### src/rtl/i2c_txn_master.sv
module i2c_txn_master #(
  parameter int QTR = 4
)(
  input  logic        clk,
  input  logic        rst_n,
  input  logic        enable,
  input  logic        cmd_valid,
  input  logic [25:0] cmd_word,
  output logic        busy,
  input  logic [7:0]  tx_data,
  input  logic        tx_empty,
  output logic        tx_pop,
  output logic [7:0]  rx_data,
  output logic        rx_push,
  input  logic        scl_in,
  input  logic        sda_in,
  output logic        scl_oe,
  output logic        sda_oe,
  output logic [19:0] status,
  output logic        evt_done,
  output logic        evt_done_nostop,
  output logic        evt_arb_lost,
  output logic        evt_bus_err
);
  localparam int QW = $clog2(QTR + 1);
  localparam int LW = 11;

  typedef enum logic [2:0] {S_IDLE, S_START, S_LOAD, S_BIT, S_STOP, S_HOLD} st_t;
  st_t st;

  logic [QW-1:0] qcnt;
  logic [1:0]    q;
  logic [3:0]    bitn;
  logic [8:0]    sh;
  logic [7:0]    rsh;
  logic          is_rd, want_stop, addr_ph, rs, samp;
  logic [LW-1:0] len, done_cnt, cnt_n;
  logic [1:0]    op_st;
  logic [2:0]    cause;
  logic          unused_bits;

  assign unused_bits = ^cmd_word[11:8];

  wire tick   = (qcnt == QW'(QTR - 1));
  wire stall  = (st == S_BIT) && (q == 2'd2) && !scl_in;
  wire rdata  = is_rd && !addr_ph;
  wire last   = (done_cnt == len - LW'(1));
  wire mdrv   = (bitn < 4'd8) ? (rdata ? 1'b1 : sh[8]) : (rdata ? last : 1'b1);
  wire mtx    = (bitn < 4'd8) ? !rdata : rdata;
  wire accept = cmd_valid && enable && (st == S_IDLE || st == S_HOLD) && (cmd_word[13:12] == 2'd1);

  assign cnt_n  = done_cnt + LW'(!addr_ph);
  assign busy   = !(st == S_IDLE || st == S_HOLD);
  assign tx_pop = (st == S_LOAD) && !tx_empty;
  assign status = {done_cnt, 2'b00, cause, op_st, 1'b0, is_rd};

  always_comb begin
    scl_oe = 1'b0;
    sda_oe = 1'b0;
    case (st)
      S_START: begin scl_oe = (q == 2'd0) ? rs : (q == 2'd3); sda_oe = q[1]; end
      S_LOAD, S_HOLD: scl_oe = 1'b1;
      S_BIT:   begin scl_oe = !q[1]; sda_oe = !mdrv; end
      S_STOP:  begin scl_oe = (q == 2'd0); sda_oe = !q[1]; end
      default: ;
    endcase
  end

  always_ff @(posedge clk or negedge rst_n) begin
    if (!rst_n) begin
      st <= S_IDLE; qcnt <= '0; q <= '0; bitn <= '0; sh <= '1; rsh <= '0;
      is_rd <= 1'b0; want_stop <= 1'b0; addr_ph <= 1'b0; rs <= 1'b0; samp <= 1'b1;
      len <= '0; done_cnt <= '0; op_st <= '0; cause <= '0; rx_data <= '0;
      rx_push <= 1'b0; evt_done <= 1'b0; evt_done_nostop <= 1'b0;
      evt_arb_lost <= 1'b0; evt_bus_err <= 1'b0;
    end else begin
      rx_push <= 1'b0; evt_done <= 1'b0; evt_done_nostop <= 1'b0;
      evt_arb_lost <= 1'b0; evt_bus_err <= 1'b0;
      if (st == S_START || st == S_BIT || st == S_STOP) begin
        if (!stall) begin
          if (tick) begin qcnt <= '0; q <= q + 2'd1; end
          else qcnt <= qcnt + QW'(1);
        end
      end else begin
        qcnt <= '0; q <= '0;
      end
      case (st)
        S_IDLE, S_HOLD: if (accept) begin
          st <= S_START; rs <= (st == S_HOLD);
          is_rd <= cmd_word[0]; want_stop <= cmd_word[14]; len <= cmd_word[25:15];
          done_cnt <= '0; cause <= '0; op_st <= 2'd1; sh <= {cmd_word[7:0], 1'b1};
        end
        S_START: if (tick && q == 2'd3) begin
          st <= S_BIT; bitn <= '0; addr_ph <= 1'b1;
        end
        S_LOAD: if (!tx_empty) begin
          sh <= {tx_data, 1'b1}; bitn <= '0; st <= S_BIT;
        end
        S_BIT: begin
          if (q == 2'd3 && sda_in != samp) begin
            st <= S_IDLE; op_st <= 2'd3; cause <= 3'd4; evt_bus_err <= 1'b1;
          end else if (tick && q == 2'd2 && !stall) begin
            samp <= sda_in;
            if (mtx && mdrv && !sda_in) begin
              st <= S_IDLE; op_st <= 2'd3; cause <= 3'd3; evt_arb_lost <= 1'b1;
            end
          end else if (tick && q == 2'd3) begin
            sh   <= {sh[7:0], 1'b1};
            bitn <= bitn + 4'd1;
            if (bitn < 4'd8) rsh <= {rsh[6:0], samp};
            else begin
              bitn <= '0;
              if (!rdata && samp) begin
                op_st <= 2'd3; cause <= addr_ph ? 3'd0 : 3'd1; st <= S_STOP;
              end else begin
                addr_ph  <= 1'b0;
                done_cnt <= cnt_n;
                if (rdata) begin rx_push <= 1'b1; rx_data <= rsh; end
                if (cnt_n == len) begin
                  if (want_stop) st <= S_STOP;
                  else begin st <= S_HOLD; op_st <= 2'd2; evt_done_nostop <= 1'b1; end
                end else if (!is_rd) st <= S_LOAD;
              end
            end
          end
        end
        S_STOP: if (tick && q == 2'd3) begin
          st <= S_IDLE; evt_done <= 1'b1;
          if (op_st != 2'd3) op_st <= 2'd2;
        end
        default: st <= S_IDLE;
      endcase
    end
  end

  assert_start_needs_enable_R1: assert property (@(posedge clk) disable iff (!rst_n)
    $rose(busy) |-> $past(enable));
  assert_pop_on_write_R3: assert property (@(posedge clk) disable iff (!rst_n)
    tx_pop |-> (busy && !status[0]));
  assert_push_on_read_R4: assert property (@(posedge clk) disable iff (!rst_n)
    rx_push |-> status[0]);
  assert_single_event_R5: assert property (@(posedge clk) disable iff (!rst_n)
    $onehot0({evt_done, evt_done_nostop, evt_arb_lost, evt_bus_err}));
  assert_park_holds_scl_R6: assert property (@(posedge clk) disable iff (!rst_n)
    evt_done_nostop |-> (scl_oe && !sda_oe && !busy));
  assert_arb_code_R8: assert property (@(posedge clk) disable iff (!rst_n)
    evt_arb_lost |-> (status[3:2] == 2'd3 && status[6:4] == 3'd3 && !scl_oe && !sda_oe));
  assert_berr_release_R9: assert property (@(posedge clk) disable iff (!rst_n)
    evt_bus_err |-> (!scl_oe && !sda_oe && status[6:4] == 3'd4));
  assert_idle_released_R11: assert property (@(posedge clk) disable iff (!rst_n)
    (st == S_IDLE) |-> (!scl_oe && !sda_oe && !busy));
endmodule

### config.mk
export PLATFORM = sky130hd
export DESIGN_NAME = i2c_txn_master
export DESIGN_NICKNAME = d
export VERILOG_FILES = /design/src/rtl/i2c_txn_master.sv
export SDC_FILE = /design/constraint.sdc
export NUM_CORES = 1
export LEC_CHECK = 0
export CELL_PAD_IN_SITES_DETAIL_PLACEMENT = 1
export CELL_PAD_IN_SITES_GLOBAL_PLACEMENT = 1
export CORE_MARGIN = 10
export CORE_UTILIZATION = 39
export CTS_BUF_LIST = sky130_fd_sc_hd__clkbuf_4
export DETAILED_ROUTE_END_ITERATION = 8
export DONT_BUFFER_PORTS = 1
export PLACE_DENSITY_LB_ADDON = 0.12
export SLEW_MARGIN = 20
export SYNTH_ARGS = -nofsm -noshare
export SYNTH_HDL_FRONTEND = slang
export SYNTH_SLANG_ARGS = --single-unit
### constraint.sdc
create_clock -name clk -period 2.55 [get_ports clk]
set_input_delay 0.255 -clock clk [delete_from_list [all_inputs] [get_ports clk]]
set_output_delay 0.255 -clock clk [all_outputs]
set_load 0.01 [all_outputs]
==> impl_metrics.env, run 1 <==
export IMPL_place_congestion=0.818
export IMPL_final_common_cell="dfrtp_1"
export IMPL_routed_via_density=5.52
export IMPL_fill_cells=1228
export IMPL_finalMaxSlewViolations=0
export IMPL_cts_tree="done"
export IMPL_pwr_share_seq=0.350
export IMPL_die_area_mm2=0.0157
export IMPL_yosysTopAreaCellShare=0.369
export IMPL_synthSimpleGateAreaFrac=0.205
export IMPL_dp_cells=617
export IMPL_reg2reg_slack_ns=-0.09
export IMPL_grt_pass1_wl_um=21000
export IMPL_min_path_cells=2
export IMPL_violations="negative setup slack"
export IMPL_grt_usage=0.164
export IMPL_reg2regPathDepth=11
export IMPL_status="finished with violations"
export IMPL_final_util=0.497
export IMPL_drc=0
export IMPL_p_comb_frac=0.520
export IMPL_clockRootBuffer="clkbuf_4"
export IMPL_use_met3=0.0363
export IMPL_fin_crit_ns=2.90
export IMPL_diodes=0
export IMPL_synth_edf_count=0
export IMPL_cap_violations=0
export IMPL_synthArstFlopShare=1.00
export IMPL_finalCritPeriodShare=1.14
export IMPL_p_leak_uw=0.00243
export IMPL_ant_nets=0
export IMPL_yosysTopAreaCell="dfrtp_1"
export IMPL_p_switching_uw=2200
export IMPL_synthAdderAreaFrac=0.0231
export IMPL_fin_ws_ns=-0.354
export IMPL_synth_area_per_cell_um2=9.64
export IMPL_swShare=0.432
export IMPL_required_ns=2.30
export IMPL_fp_dieH_um=125
export IMPL_start_util=0.399
export IMPL_min_to="sh[3]"
export IMPL_synth_compound_area_frac=0.161
export IMPL_htreeDepth=3
export IMPL_finalSetupViolCount=3
export IMPL_drive_gt1_frac=0.321
export IMPL_seq_area_mm2=0.00184
export IMPL_clkSlewWorstSetupHoldPaths_ns=0.14
export IMPL_power_internal_uw=2890
export IMPL_final_cells=664
export IMPL_cp_arrival_ns=2.65
export IMPL_r2r_end="st[2]"
export IMPL_crit_path_cell_trace="nor4_4 -> buf_4 -> and3_1 -> o21ai_1 -> a31o_2 -> a31oi_4 -> o22ai_1 -> o22ai_1 -> buf_4"
export IMPL_grt_max_degree=74
export IMPL_fin_area_mm2=0.00541
export IMPL_antenna_found_initial=0
export IMPL_dr_pass1_iters=4
export IMPL_via_count=3663
export IMPL_wl_um=12900
export IMPL_postPlaceCellArea_mm2=0.00477
export IMPL_synthMuxAreaShare=0.105
export IMPL_reg2reg_from="addr_ph"
export IMPL_multi_input_area_mm2=0.00251
export IMPL_min_delay_path_class="input pin to flop"
export IMPL_ys_types=74
export IMPL_cts_path_max_buffers=2
export IMPL_power_uw=5090
export IMPL_synthCells=450
export IMPL_nets=568
export IMPL_area_delta_synth_final_pct=24.6
export IMPL_clock_fmax_mhz=344
export IMPL_crit_path_max_fanout=6
export IMPL_ys_top_cells_by_area="dfrtp_1 37%, mux2_2 7.8%, dfstp_2 5.4%, nand2_1 4.1%, o21ai_0 4.0%"
export IMPL_clk_latency_ns=0.49
export IMPL_cts_buffers=9
export IMPL_rows=38
export IMPL_crit_slowest_cell="dfrtp_1"
export IMPL_layout_common_cells="60 x dfrtp_1, 55 x buf_4, 46 x nand2_1, 31 x nor2_1, 31 x o21ai_0"
export IMPL_clock_sinks=73
export IMPL_synth_top_family_by_area="simple AND/OR/NAND/NOR gates"
export IMPL_grtUsageMet1=0.195
export IMPL_post_dp_hpwl_um=9200
export IMPL_synth_xor_area_share=0.0343
export IMPL_busiest_layer="met2"
export IMPL_skew_ns=0.0262
export IMPL_die_width_um=125
export IMPL_cellPowerDensity_mw_per_mm2=941
export IMPL_overflow=0
export IMPL_clockPowerShare=0.130
export IMPL_path_class="flop to output port"
export IMPL_peakVddDrop_mv=0.512
export IMPL_fin_hold_ws_ns=0.00633
export IMPL_min_delay_start="cmd_word[2]"
export IMPL_core_mm2=0.0109
export IMPL_endpoint_kind="output port"
export IMPL_final_hold_viol_count=0
export IMPL_io_pins=78
export IMPL_port_buffers=0
export IMPL_grtUsageMet2=0.276
export IMPL_synth_flop_cell="dfrtp_1"
export IMPL_route_detailed_wl_per_inst_um=19.4
export IMPL_grt_pass1_vias=3888
export IMPL_yosys_warnings=0
export IMPL_cp_start_kind="flop"
export IMPL_ys_ff_latch=73
export IMPL_critPathMaxStageDelay_ns=0.44
export IMPL_ys_seq_area_frac=0.424
export IMPL_drt_iter0_drc=253
export IMPL_rsz0062_at_grt="yes"
export IMPL_synth_cell_area_mm2=0.00434
==> layout make-up <==
| cell class | instances | area share |
|---|---|---|
| Inverter | 13 | 0.00903 |
| Multi-Input combinational cell | 339 | 0.464 |
| Clock inverter | 7 | 0.00879 |
| Tap cell | 140 | 0.0324 |
| Sequential cell | 73 | 0.341 |
| Timing Repair Buffer | 83 | 0.133 |
| Clock buffer | 9 | 0.0125 |
==> flip-flops by register name (all words and copies together) (netlist names), 4 cells and up <==
signal	count
rx_data	8
len	11
rsh	8
sh	8
bitn	4
done_cnt	11
==> power by group through the flow <==
| stage | combinational, µW | clock (µW) | sequential (µW) |
|---|---|---|---|
| floorplan | 1650 | 0 | 1690 |
| global placement | 2200 | 0 | 1760 |
| detailed placement | 2270 | 0 | 1780 |
| CTS | 2440 | 681 | 1770 |
| global route | 2930 | 735 | 1830 |
| finish | 2650 | 660 | 1780 |
==> kinds of logic (layout without fill, tap and decap cells) <==
logic type	after synthesis	count (layout)
buffers and inverters	40	112
DFF	73	73
AOI/OAI and AO/OA	109	109
other	1	3
muxes	41	41
xor gates and xnor gates	17	17
adders and majority gates	8	8
and+or+nand+nor	161	161
==> per-stage QoR <==
| stage | worst slack (ns) | setup TNS [ns] |
|---|---|---|
| after CTS | -0.365 | -0.611 |
| after global routing | -0.504 | -1.29 |
| after global placement | -0.0403 | -0.108 |
| final | -0.354 | -0.521 |
| after detailed placement | -0.137 | -0.449 |
| after floorplan | 0.000861 | 0 |
==> routing by layer <==
metal	vias up	wire (µm)
li1	1759	-
met1	1820	5510
met2	62	6590
met3	22	492
met4	0	308
met5	-	0
==> synth_stat cells (3+ instances only) <==
cell type	number
nand2b_1	3
dfrtp_1	64
and3_1	7
xor2_1	6
a31oi_1	3
buf_4	5
inv_1	13
o22ai_1	3
a21oi_1	26
nor3_1	6
o31ai_1	5
mux2i_1	8
a211oi_1	3
a31o_2	3
ha_1	8
mux2_2	30
or3_1	4
nand3_1	15
xnor2_1	11
clkbuf_1	11
nor3b_1	6
nor2b_1	5
nand4_1	5
nand3b_1	3
dfstp_2	9
a21o_1	6
o21ai_0	35
buf_2	8
and2_1	4
nor2_1	32
nand2_1	47
==> worst max-delay path by stage <==
stage                start  slack, ns      to
2_1_floorplan  done_cnt[0]     0.0009   st[2]
3_3_place_gp        len[0]      -0.04  sda_oe
3_5_place_dp       addr_ph      -0.14   st[0]
4_1_cts             len[6]      -0.36  sda_oe
5_1_grt             len[1]      -0.50  sda_oe
6_report            len[6]      -0.35  sda_oe
==> critical path, delay by kind of cell, from the launching register on <==
family,cells,cell delay (ns)
and+or+nand+nor,2,0.49
DFF,1,0.44
AOI/OAI and AO/OA,5,0.87
buffers and inverters,2,0.36
==> what timing repair did <==
item,4_1_cts,5_1_grt
endpoints found under the setup margin,10,35
hold buffers,22,0
hold endpoints to repair,93,0
setup buffers,5,5
gates resized for setup,21,28
pin swaps,17,17
Power figures use the tool's default switching activity.
==> run 2: changes to the inputs <==
- clock period: 2.55 -> 3.6 ns (I/O delays scaled with it)
==> run 2 against run 1 <==
Net effect: the run now ends clean; flip-flop and latch count did not move; non-clock buffer count decreased by 67; first-iteration DRC count decreased by 37%; design area is 14% lower; via count is 9.5% lower; final cell count decreased by 10%; total power is 38% lower; critical path type unchanged; largest cell class unchanged.
==> impl_metrics.env, run 2 (same netlist as run 1, synthesis figures left out) <==
export IMPL_p_switching_uw=1380
export IMPL_nets=501
export IMPL_clock_sinks=73
export IMPL_port_buffers=0
export IMPL_final_util=0.427
export IMPL_ant_nets=0
export IMPL_route_detailed_wl_per_inst_um=19.5
export IMPL_min_delay_path_class="input pin to flop"
export IMPL_required_ns=3.24
export IMPL_fin_crit_ns=3.38
export IMPL_die_width_um=125
export IMPL_fill_cells=1256
export IMPL_cts_tree="done"
export IMPL_pwr_share_seq=0.411
export IMPL_core_mm2=0.0109
export IMPL_crit_path_max_fanout=11
export IMPL_diodes=0
export IMPL_cellPowerDensity_mw_per_mm2=681
export IMPL_skew_ns=0.0162
export IMPL_power_uw=3160
export IMPL_dp_slack_ns=0.520
export IMPL_die_area_mm2=0.0157
export IMPL_start_util=0.399
export IMPL_min_to="len[4]"
export IMPL_htreeDepth=3
export IMPL_clockPowerShare=0.154
export IMPL_min_delay_start="cmd_word[19]"
export IMPL_rows=38
export IMPL_drc=0
export IMPL_r2r_end="st[0]"
export IMPL_drt_iter0_drc=160
export IMPL_clkSlewWorstSetupHoldPaths_ns=0.13
export IMPL_fin_ws_ns=0.217
export IMPL_tns_ns=0
export IMPL_peakVddDrop_mv=0.304
export IMPL_antenna_found_initial=0
export IMPL_min_path_cells=1
export IMPL_status="finished clean"
export IMPL_tightest_slew_ns=0.952
export IMPL_clk_latency_ns=0.47
export IMPL_reg2reg_slack_ns=0.49
export IMPL_clock_fmax_mhz=296
export IMPL_clockRootBuffer="clkbuf_4"
export IMPL_dr_pass1_iters=4
export IMPL_via_count=3316
export IMPL_cts_path_max_buffers=2
export IMPL_postCtsSetupBuffers=0
export IMPL_grt_usage=0.150
export IMPL_slew_limit_headroom=0.360
export IMPL_endpoint_kind="output port"
export IMPL_cp_arrival_ns=3.02
export IMPL_rsz0062_at_grt="no"
export IMPL_grt_pass1_wl_um=19100
export IMPL_cp_start_kind="flop"
export IMPL_p_comb_frac=0.435
export IMPL_routed_via_density=5.55
export IMPL_p_leak_uw=0.00207
export IMPL_overflow=0
export IMPL_post_dp_hpwl_um=8560
export IMPL_drive_gt1_frac=0.184
export IMPL_finalSetupViolCount=0
export IMPL_layout_common_cells="64 x dfrtp_1, 47 x nand2_1, 35 x o21ai_0, 32 x nor2_1, 30 x mux2_2"
export IMPL_cts_buffers=9
export IMPL_grt_max_degree=74
export IMPL_swShare=0.435
export IMPL_grt_pass1_vias=3502
export IMPL_finalMaxSlewViolations=0
export IMPL_io_pins=78
export IMPL_final_common_cell="dfrtp_1"
export IMPL_reg_largest_list="done_cnt: 11 flops, len: 11 flops"
export IMPL_reg2reg_from="done_cnt[0]"
export IMPL_path_class="flop to output port"
export IMPL_finalCritPeriodShare=0.940
export IMPL_fp_dieH_um=125
export IMPL_final_hold_viol_count=0
export IMPL_power_internal_uw=1790
export IMPL_wl_um=11600
export IMPL_area_delta_synth_final_pct=7.12
export IMPL_place_congestion=0.802
export IMPL_reg2regPathDepth=10
export IMPL_cap_violations=0
-- run 2: changes by cell type in the layout (fill, tap and decap cells not counted), sizes merged --
cell,previous run,this run
clkinv,6,2
clkinvlp,1,3
dlygate4sd3,21,8
inv,13,15
buf,62,8
-- run 2: through the flow --
step                std cells  hold slack [ns]  area (µm²)
floorplan                 452           0.0644        4350
global placement          572           0.0671        4420
detailed placement        572           0.0672        4420
CTS                       597         0.000222        4650
global route              597         0.000889        4650
finish                    597           0.0360        4650
-- run 2: critical path, cell delays in order (launching register included) --
cell     delay, ns
dfrtp_1       0.54
nor4_4        0.53
a21oi_1       0.15
a311o_1       0.34
a31o_2        0.25
a31oi_1       0.25
o22ai_1       0.14
o22ai_1       0.35
-- run 2: power groups by stage --
| stage | Sequential [µW] | Combinational [µW] | Clock, µW |
|---|---|---|---|
| after floorplan | 1200 | 1170 | 0 |
| after global placement | 1310 | 1340 | 0 |
| after detailed placement | 1330 | 1370 | 0 |
| after CTS | 1310 | 1410 | 511 |
| after global routing | 1340 | 1570 | 549 |
| final | 1300 | 1380 | 487 |
-- run 2: layout make-up --
class | count | area, µm² | share of cell area
Timing Repair Buffer | 16 | 160 | 0.0345
Sequential cell | 73 | 1840 | 0.395
Multi-Input combinational cell | 339 | 2300 | 0.496
Clock buffer | 9 | 67.6 | 0.0145
Inverter | 13 | 48.8 | 0.0105
Clock inverter | 7 | 53.8 | 0.0116
Tap cell | 140 | 175 | 0.0377
-- run 2: repair_timing --
action,CTS,global route
endpoints found under the hold margin,80,0
resized for setup,0,0
hold buffers,9,0
-- run 2: routing by layer --
layer / global-route usage / vias to the layer above / wire length [µm]
met5: 0 / - / 0
met4: 0.0678 / 0 / 198
met3: 0.0482 / 13 / 782
met2: 0.236 / 62 / 5500
met1: 0.182 / 1628 / 5160
li1: - / 1613 / -
-- run 2: worst max path at each step --
| stage | end | start |
|---|---|---|
| 6_report | sda_oe | len[3] |
| 5_1_grt | sda_oe | len[3] |
| 4_1_cts | sda_oe | len[3] |
| 3_5_place_dp | st[0] | done_cnt[0] |
| 3_3_place_gp | st[0] | done_cnt[0] |
| 2_1_floorplan | st[2] | done_cnt[0] |
